File: src/rtl/thread_flag_gen.sv
module thread_flag_gen #(
  parameter int NUM_SOCKETS = 4,
  parameter int LEVEL_W     = 8,
  parameter int CAPACITY    = 200,
  parameter int NUM_FLAGS   = 2,
  parameter int SW          = $clog2(NUM_SOCKETS)
) (
  input  logic                           clk,
  input  logic                           rst_n,
  input  logic [1:0]                     addr_pins,
  input  logic                           use_reg_thread,
  input  logic [1:0]                     reg_thread,
  input  logic [4*SW-1:0]                thread_map,
  input  logic [4*LEVEL_W-1:0]           thread_wmark,
  input  logic [NUM_SOCKETS*LEVEL_W-1:0] sock_level,
  input  logic [NUM_SOCKETS-1:0]         sock_is_read,
  input  logic                           cfg_done,
  input  logic [NUM_FLAGS-1:0]           flag_partial,
  input  logic [NUM_FLAGS-1:0]           flag_active_high,
  output logic [NUM_FLAGS-1:0]           flag_out
);
  localparam int CW = LEVEL_W + 2;

  logic [1:0]           thread;
  logic [SW-1:0]        sock;
  logic [LEVEL_W-1:0]   level, wmark;
  logic                 is_read;
  logic [CW-1:0]        sum;
  logic                 is_empty, is_full, part_empty, part_full;
  logic [NUM_FLAGS-1:0] blocked, flag_q;

  assign thread  = use_reg_thread ? reg_thread : addr_pins;
  assign sock    = thread_map[thread*SW +: SW];
  assign level   = sock_level[sock*LEVEL_W +: LEVEL_W];
  assign wmark   = thread_wmark[thread*LEVEL_W +: LEVEL_W];
  assign is_read = sock_is_read[sock];
  assign sum     = CW'(level) + CW'(wmark);

  assign is_empty   = (level == '0);
  assign is_full    = (CW'(level) >= CW'(CAPACITY));
  assign part_empty = (level <= wmark);
  assign part_full  = (sum >= CW'(CAPACITY));

  for (genvar i = 0; i < NUM_FLAGS; i++) begin : g_flag
    assign blocked[i] = is_read ? (flag_partial[i] ? part_empty : is_empty)
                                : (flag_partial[i] ? part_full  : is_full);
  end

  always_ff @(posedge clk) begin
    if (!rst_n)         flag_q <= '1;
    else if (!cfg_done) flag_q <= '1;
    else                flag_q <= blocked;
  end

  assign flag_out = flag_q ^ ~flag_active_high;
endmodule

File: config.mk
export PLATFORM = sky130hd
export DESIGN_NAME = thread_flag_gen
export DESIGN_NICKNAME = d
export VERILOG_FILES = /design/src/rtl/thread_flag_gen.sv
export SDC_FILE = /design/constraint.sdc
export NUM_CORES = 1
export LEC_CHECK = 0
export ABC_CLOCK_PERIOD_IN_PS = 6710
export BUFFER_PORTS_ARGS = -buffer_cell sky130_fd_sc_hd__buf_2
export CORE_ASPECT_RATIO = 1.4
export CORE_MARGIN = 2
export CORE_UTILIZATION = 44
export CTS_CLUSTER_SIZE = 10
export DETAILED_ROUTE_END_ITERATION = 10
export MAX_ROUTING_LAYER = met4
export PLACE_DENSITY = 0.86
export RECOVER_POWER = 25
export SLEW_MARGIN = 25
export SYNTH_ARGS = -nofsm -noshare
export SYNTH_HDL_FRONTEND = slang
export SYNTH_SLANG_ARGS = --single-unit
File: constraint.sdc
create_clock -name clk -period 6.71 [get_ports clk]
set_clock_uncertainty 0.2 [all_clocks]
set_input_delay 0.3355 -clock clk [delete_from_list [all_inputs] [get_ports clk]]
set_output_delay 0.3355 -clock clk [all_outputs]
set_load 0.05 [all_outputs]
# Word-level counts from Yosys, hierarchy flattened
# Index checks and enable logic that the tools add are counted.
[word_totals]
ff_bits = 2
[op_classes]
addsub = 1
order_cmp = 4
n_shift = 3
mux = 9
bitwise_logic = 2
reduce_logical = 2
[op_table]
columns = ["operator", "n"]
rows = [
  ["variable part select 32 x 6 -> 8 bit", 2],
  ["adder 8 x 8 -> 9 bit", 1],
  ["greater-or-equal comparator 9 x 8 -> 1 bit, second input constant", 1],
  ["greater-or-equal comparator 8 bit, second input constant", 1],
  ["<= comparator 8 bit", 1],
  ["zero test 8 bit", 1],
  ["variable part select 8 x 4 -> 2 bit", 1],
  ["two-way mux 1 bit", 7],
  ["< comparator 2 x 3 -> 1 bit, second input constant", 1],
  ["binary-select mux 1 bit (select 2 bit)", 1],
  ["two-way mux 2 bit", 1],
  ["inverter 2 bit", 1],
  ["AND reduction 2 bit", 1],
  ["XOR 2 bit", 1],
]

# Longest topological paths before layout
# Gate-level depths: netlist of run 1.
[depth]
word_depth = 7
ltp_mapped = 17
depth_no_buf = 15

# Worst setup path before layout of run 1
# Ideal clock, no wire load.
[synth_path]
kind = "input to register"
startpoint = "input port use_reg_thread"
endpoint = "register flag_q[0]"
setup_ns = 0.072
arrival_ns = 3.667
required_ns = 6.438
setup_slack_ns = 2.772
path_stages = 15
path_cell_list = "mux2i_4 mux4_2 buf_6 buf_8 mux2i_1 o21ai_0 ha_1 o21ai_0 o21bai_1 a2111oi_0 nor3_1 xnor2_1 o311ai_0 o21ai_0 mux2i_1"
[synth_via]
elab_chain_len = 7
word_cells_on_any_way = 14
[synth_lines]
columns = ["element", "line", "rtl"]
rows = [
  ["start, declared", "11", "input logic use_reg_thread,"],
  ["two-way mux 2 bit (*)", "32", "assign thread = use_reg_thread ? reg_thread : addr_pins;"],
  ["variable part select 8 x 4 -> 2 bit", "33", "assign sock = thread_map[thread*SW +: SW];"],
  ["variable part select 32 x 6 -> 8 bit", "34", "assign level = sock_level[sock*LEVEL_W +: LEVEL_W];"],
  ["adder 8 x 8 -> 9 bit", "37", "assign sum = CW'(level) + CW'(wmark);"],
  ["greater-or-equal comparator 9 x 8 -> 1 bit", "42", "assign part_full = (sum >= CW'(CAPACITY));"],
  ["two-way mux 1 bit", "46", ": (flag_partial[i] ? part_full : is_full);"],
  ["two-way mux 1 bit (*)", "45", "assign blocked[i] = is_read ? (flag_partial[i] ? part_empty : is_empty)"],
  ["end signal, assigned", "52", "else flag_q <= blocked;"],
  ["end, declared", "30", "logic [NUM_FLAGS-1:0] blocked, flag_q;"],
]
# Every way passes the cells marked *; elsewhere a longest branch is shown, timed or not. The select of a mux whose other input is x is not followed.
# A chain may end at the register's enable or synchronous reset.

# Final worst setup path of run 1
[layout_path]
startpoint = "input port use_reg_thread"
endpoint = "register flag_q[1]"
# Same word-level chain as after synthesis.

==> impl_metrics.csv, run 1 <==
group,metric,value,unit
outcome,status,"complete, no violations",
drt,vias,1367,
floorplan,die_area,3220,sq um
grt,globalRoute.totalOverflow,0,
clock_tree,numCtsBuffers,3,
synth,syn-num-nets,235,
floorplan,core,2640,sq um
setup_path,crit_required,6670,ps
final_layout,ff_latch_area,40.0,sq um
drt,drt-total-wl,3320,um
synth,synth_largest_area_cell,"mux2i_1",
place,io_buffers,89,
place,gp_congestion,0.863,
power_and_ir_drop,total_power,238,uW
final_layout,n_antenna_cell,0,
synth,syn_avg_cell_area,9.38,sq um
clock_tree,cts_resized,0,
power_and_ir_drop,power_frac_seq,0.061,
clock_tree,path_clk_slew,30,ps
floorplan,io_pins,90,
place,dp.final_hpwl,2970,um
floorplan,rows,22,
setup_path,critPathBufInv,1,
worst_hold_path,hp-start,"flag_partial[0]",
power_and_ir_drop,p_int,124,uW
setup_path,crit_slowest_cell,"mux4_2",
synth,yosysSeqAreaShare,0.0328,
drt,antenna_left,0,
power_and_ir_drop,switching_share,0.478,
setup_path,path_class,"in -> reg",
worst_hold_path,hold_path_class,"in -> reg",
final_layout,syn_to_final_growth,39.2,%
setup_path,arrival,4370,ps
setup_path,cpPeakStageDelay,830,ps
final_layout,layout.nets,326,
clock_tree,cts_setup_buffers,0,
timing,fin_crit,4410,ps
synth,yosysWarnings,0,
drt,first_iter_violations,40,
floorplan,fp.dieH,66.3,um
synth,synth_area,1220,sq um
final_layout,layout-drive-gt1-share,0.443,
floorplan,die_w,48.5,um
synth,synth_cell_type_count,30,
setup_path,worstSetupStartpointType,"primary input",
power_and_ir_drop,p_comb_frac,0.822,
final_layout,largest_reg_flops,2,
synth,yosys_register_bits,2,
drt,avgViaCountPerCell,5.36,
timing,finalCritPeriodShare,0.657,
grt,grt_max_degree,19,
final_layout,reg.largest.list,"flag_q x2",
timing,worst_pin_slew,579,ps
grt,antenna_found_initial,0,
power_and_ir_drop,leakage,0.000935,uW
synth,synth_cells,130,
synth,yosysTopAreaCellShare,0.205,
setup_path,cp_max_fo,18,
timing,setup_viol,0,
timing,grt_setup_unrepaired,"false",
clock_tree,cts_root_buf,"clkbuf_4",
timing,hold_viol,0,
timing,setup_tns,0,ps
power_and_ir_drop,ir_drop,0.0687,mV
clock_tree,clock_sinks,2,
setup_path,end_kind,"flip-flop",
power_and_ir_drop,clkPwrFrac,0.116,
drt,wire_per_inst,13.0,um
setup_path,crit_chain,"buf_2 > mux2i_4 > mux4_2 > mux2i_1 > mux2i_1 > ha_1 > a211oi_1 > o21bai_1 > a2111oi_0 > nor3_1 > xnor2_1 > o311ai_0 > o21ai_0 > mux2i_1",
clock_tree,cts_max_level,1,
timing,maxSlewHeadroom,0.607,
clock_tree,cts_tree,"built",
timing,maxSlewViolCount,0,
final_layout,fillers,247,
power_and_ir_drop,powerDensity,140,nW/um^2
clock_tree,clockBufferDepth,2,
final_layout,regMostFlops,"flag_q",
grt,grt_pass1_wl,5210,um
power_and_ir_drop,p_switching,114,uW
setup_path,cpMostUsedCell,"mux2i_1",
floorplan,start_util,0.462,
setup_path,crit_family,"multiplexers",
worst_hold_path,whs_path_depth,2,
final_layout,multi_input_area,1090,sq um
worst_hold_path,holdPathEnd,"flag_q[0]$_SDFF_PN1_",
timing,fmax,227,MHz
clock_tree,holdBufCountCts,0,
grt,grt_usage,0.213,
run,drv_cap,0,
drt,dr.pass1.iters,4,
synth,synth_area_leaders,"mux2i_1 (21%), mux4_1 (17%), ha_1 (16%)",
grt,grt_pass1_vias,1298,
drt,drcViolationCount,0,
area by class of cell:
type                       count  share of cell area
sequential                     2              0.0236
multi-input combinational    109               0.640
tap                           36              0.0265
inverter                      16              0.0354
timing repair buffer          89               0.262
clock buffer                   3              0.0133
kinds of logic after synthesis:
family,Yosys count,share of synthesized area
compound gates,26,0.129
buf+inv,19,0.0769
xor+xnor,3,0.0215
mux,39,0.463
fa+ha+maj,17,0.181
flops,2,0.0328
simple gates,24,0.0964
per-layer routing:
layer,global-route usage,vias up,part of all wire
met5,-,-,0
met4,0.104,0,0.033
met3,0.0181,12,0.062
met2,0.415,54,0.56
met1,0.213,621,0.34
li1,-,680,-
stage by stage:
stage	setup slack (ps)	hold slack [ps]	std cells	utilization	instance area, sq um
4_1_cts	2300	98.5	255	0.643	1700
3_3_place_gp	2200	335	252	0.634	1680
2_1_floorplan	2770	238	130	-	1220
5_1_grt	1960	110	255	0.643	1700
3_5_place_dp	2060	340	252	0.634	1680
6_report	2300	102	255	0.643	1700
worst max-delay path by stage:
stage	start	end	cells past startpoint
after floorplan	use_reg_thread	flag_q[0]$_SDFF_PN1_	15
final	use_reg_thread	flag_q[1]$_SDFF_PN1_	14
after global placement	use_reg_thread	flag_q[0]$_SDFF_PN1_	14
after detailed placement	use_reg_thread	flag_q[0]$_SDFF_PN1_	14
after global routing	use_reg_thread	flag_q[0]$_SDFF_PN1_	14
after CTS	use_reg_thread	flag_q[0]$_SDFF_PN1_	14
power groups by stage:
stage	Combinational [uW]	Clock, uW	Sequential, uW
floorplan	146	0	14.7
global placement	189	0	14.7
detailed placement	195	0	14.8
CTS	196	28.9	14.7
global route	217	28.9	14.8
finish	196	27.8	14.6
cells in the final DEF (no fill, tap or decap):
cell type / count
mux4_1: 8
o211ai_1: 1
nor3_1: 6
ha_1: 16
o21ai_0: 8
a21oi_1: 9
o21a_1: 1
o21bai_1: 2
nand2b_1: 2
mux4_2: 2
fa_1: 1
nand2_1: 4
mux2i_4: 1
and4b_1: 1
inv_1: 16
o311ai_0: 2
clkbuf_1: 1
clkbuf_4: 3
o221ai_1: 1
a211oi_1: 1
a2111oi_0: 1
nand3_1: 1
buf_2: 88
mux2i_1: 25
nor4_1: 3
nor2_1: 7
dfxtp_1: 2
mux2_2: 2
xnor2_1: 3
mux2i_2: 1
cells in the mapped netlist:
cell        n
buf_4       1
nor2_1      7
nand3_1     1
mux2i_2     1
ha_1       16
dfxtp_1     2
nand2_1     4
o21a_1      1
fa_1        1
buf_8       1
xnor2_1     3
inv_1      16
a211oi_1    1
o211ai_1    1
o311ai_0    2
mux2i_1    25
o21ai_0     8
mux4_2      2
a2111oi_0   1
and4b_1     1
mux2i_4     1
nand2b_1    2
buf_6       1
nor4_1      3
a21oi_1     9
o221ai_1    1
mux4_1      8
mux2_2      2
o21bai_1    2
nor3_1      6
Power figures use the tool's default switching activity.
==> run 2, diff against run 1 <==
ABC_CLOCK_PERIOD_IN_PS = 3890   (was 6710)
CORE_UTILIZATION = 37   (was 44)
PLACE_DENSITY = 0.77   (was 0.86)
clock period = 3.89 ns   (was 6.71 ns; I/O delays follow)
==> impl_metrics.csv, run 2 (synthesis gave the netlist of run 1 again) <==
group,metric,value,unit
timing,worst_pin_slew,590,ps
run,drv_cap,0,
floorplan,die_w,52.5,um
drt,drt-total-wl,3780,um
floorplan,die_area,3780,sq um
final_layout,mostFrequentLayoutCell,"buf_2",
final_layout,final_cell_mix,"buf_2 (88), mux2i_1 (24), buf_4 (19)",
power_and_ir_drop,ir_drop,0.213,mV
setup_path,arrival,3530,ps
grt,grt_pass1_wl,6040,um
floorplan,fp.dieH,71.9,um
final_layout,largest_reg_flops,2,
timing,finalCritPeriodShare,0.922,
grt,grt_max_degree,12,
final_layout,n_antenna_cell,0,
clock_tree,numCtsBuffers,3,
final_layout,layout-drive-gt1-share,0.504,
timing,fin_crit,3590,ps
grt,grt_usage,0.212,
drt,first_iter_violations,15,
place,io_buffers,89,
timing,maxSlewViolCount,0,
worst_hold_path,hp-start,"cfg_done",
setup_path,path_class,"in -> reg",
setup_path,worstSetupStartpointType,"primary input",
clock_tree,clock_sinks,2,
setup_path,end_kind,"flip-flop",
timing,hold_viol,0,
power_and_ir_drop,leakage,0.00104,uW
clock_tree,cts_root_buf,"clkbuf_8",
final_layout,regMostFlops,"flag_q",
floorplan,io_pins,90,
drt,antenna_left,0,
floorplan,core,3120,sq um
drt,wire_per_inst,13.5,um
grt,grt_pass1_vias,1492,
drt,vias,1444,
final_layout,final_core_util,0.610,
timing,grt_setup_unrepaired,"false",
final_layout,final_area,1900,sq um
clock_tree,path_clk_slew,30,ps
timing,setup_ws,304,ps
drt,dr.pass1.iters,4,
drt,avgViaCountPerCell,5.18,
power_and_ir_drop,powerDensity,271,nW/um^2
final_layout,reg.largest.list,"flag_q x2",
setup_path,cp_max_fo,5,
timing,setup_viol,0,
timing,setup_tns,0,ps
clock_tree,clockBufferDepth,2,
place,gp_congestion,0.893,
clock_tree,cts_max_level,1,
clock_tree,cts_tree,"built",
timing,fmax,279,MHz
place,dpl_cell_area,1810,sq um
worst_hold_path,whs_path_depth,4,
timing,maxSlewHeadroom,0.608,
worst_hold_path,hold_path_class,"in -> reg",
drt,drcViolationCount,0,
grt,globalRoute.totalOverflow,0,
outcome,status,"complete, no violations",
setup_path,crit_required,3830,ps
grt,antenna_found_initial,0,
power_and_ir_drop,total_power,517,uW
floorplan,start_util,0.391,
floorplan,rows,24,
place,dp.final_hpwl,3330,um
final_layout,syn_to_final_growth,56.1,%
worst_hold_path,holdPathEnd,"flag_q[0]$_SDFF_PN1_",
place,post-place-ws,-118,ps
final_layout,layout.nets,347,
==> run 2: final cells by class <==
class | instances | area [sq um]
repair buffers | 110 | 607
fillers | 295 | 1220
flip-flops and latches | 2 | 40.0
well taps | 39 | 48.8
inverters | 16 | 60.1
multi-input cells | 109 | 1110
clock buffers | 3 | 41.3
==> run 2: worst max path at each step <==
| stage | startpoint | to | slack [ps] | cells past startpoint |
|---|---|---|---|---|
| 4_1_cts | use_reg_thread | flag_q[0]$_SDFF_PN1_ | 90 | 14 |
| 6_report | use_reg_thread | flag_q[1]$_SDFF_PN1_ | 300 | 15 |
| 3_3_place_gp | use_reg_thread | flag_q[0]$_SDFF_PN1_ | 2 | 15 |
| 5_1_grt | use_reg_thread | flag_q[0]$_SDFF_PN1_ | 20 | 15 |
| 3_5_place_dp | use_reg_thread | flag_q[1]$_SDFF_PN1_ | -120 | 14 |
| 2_1_floorplan | use_reg_thread | flag_q[0]$_SDFF_PN1_ | 90 | 15 |
==> run 2: per-stage QoR <==
step	hold slack, ps	instances
after floorplan	97.0	130
after global placement	197	272
after detailed placement	203	272
after CTS	217	277
after global routing	237	279
final	213	279
==> run 2: metal layers <==
| layer | GRT usage | wire length (um) | up-vias |
|---|---|---|---|
| li1 | - | - | 720 |
| met1 | 0.197 | 1280 | 662 |
| met5 | - | 0 | - |
| met2 | 0.438 | 2280 | 54 |
| met3 | 0.0206 | 148 | 8 |
| met4 | 0.0484 | 61 | 0 |
==> run 2: power by group <==
part / internal [uW] / switching [uW]
Sequential: 23.9 / 1.43
Combinational: 204 / 205
Clock: 65.4 / 16.6
Total: 294 / 223
==> run 2: timing repair <==
| item | in CTS | in global routing |
|---|---|---|
| hold buffers | 2 | 0 |
| hold endpoints to repair | 2 | 0 |
| setup endpoints to repair | 0 | 2 |
| setup buffers | 0 | 2 |
| resized for setup | 0 | 9 |
==> run 2: worst max-delay path, cell delays in order <==
cell and delay [ps]:
buf_2 130, mux2i_4 260, mux4_2 590, buf_4 170, mux2i_1 120, mux2i_2 230, ha_1 300, a211oi_2 230
o21bai_1 150, a2111oi_2 310, nor3_1 110, xnor2_1 130, o311ai_0 310, o21ai_1 140, mux2i_1 140
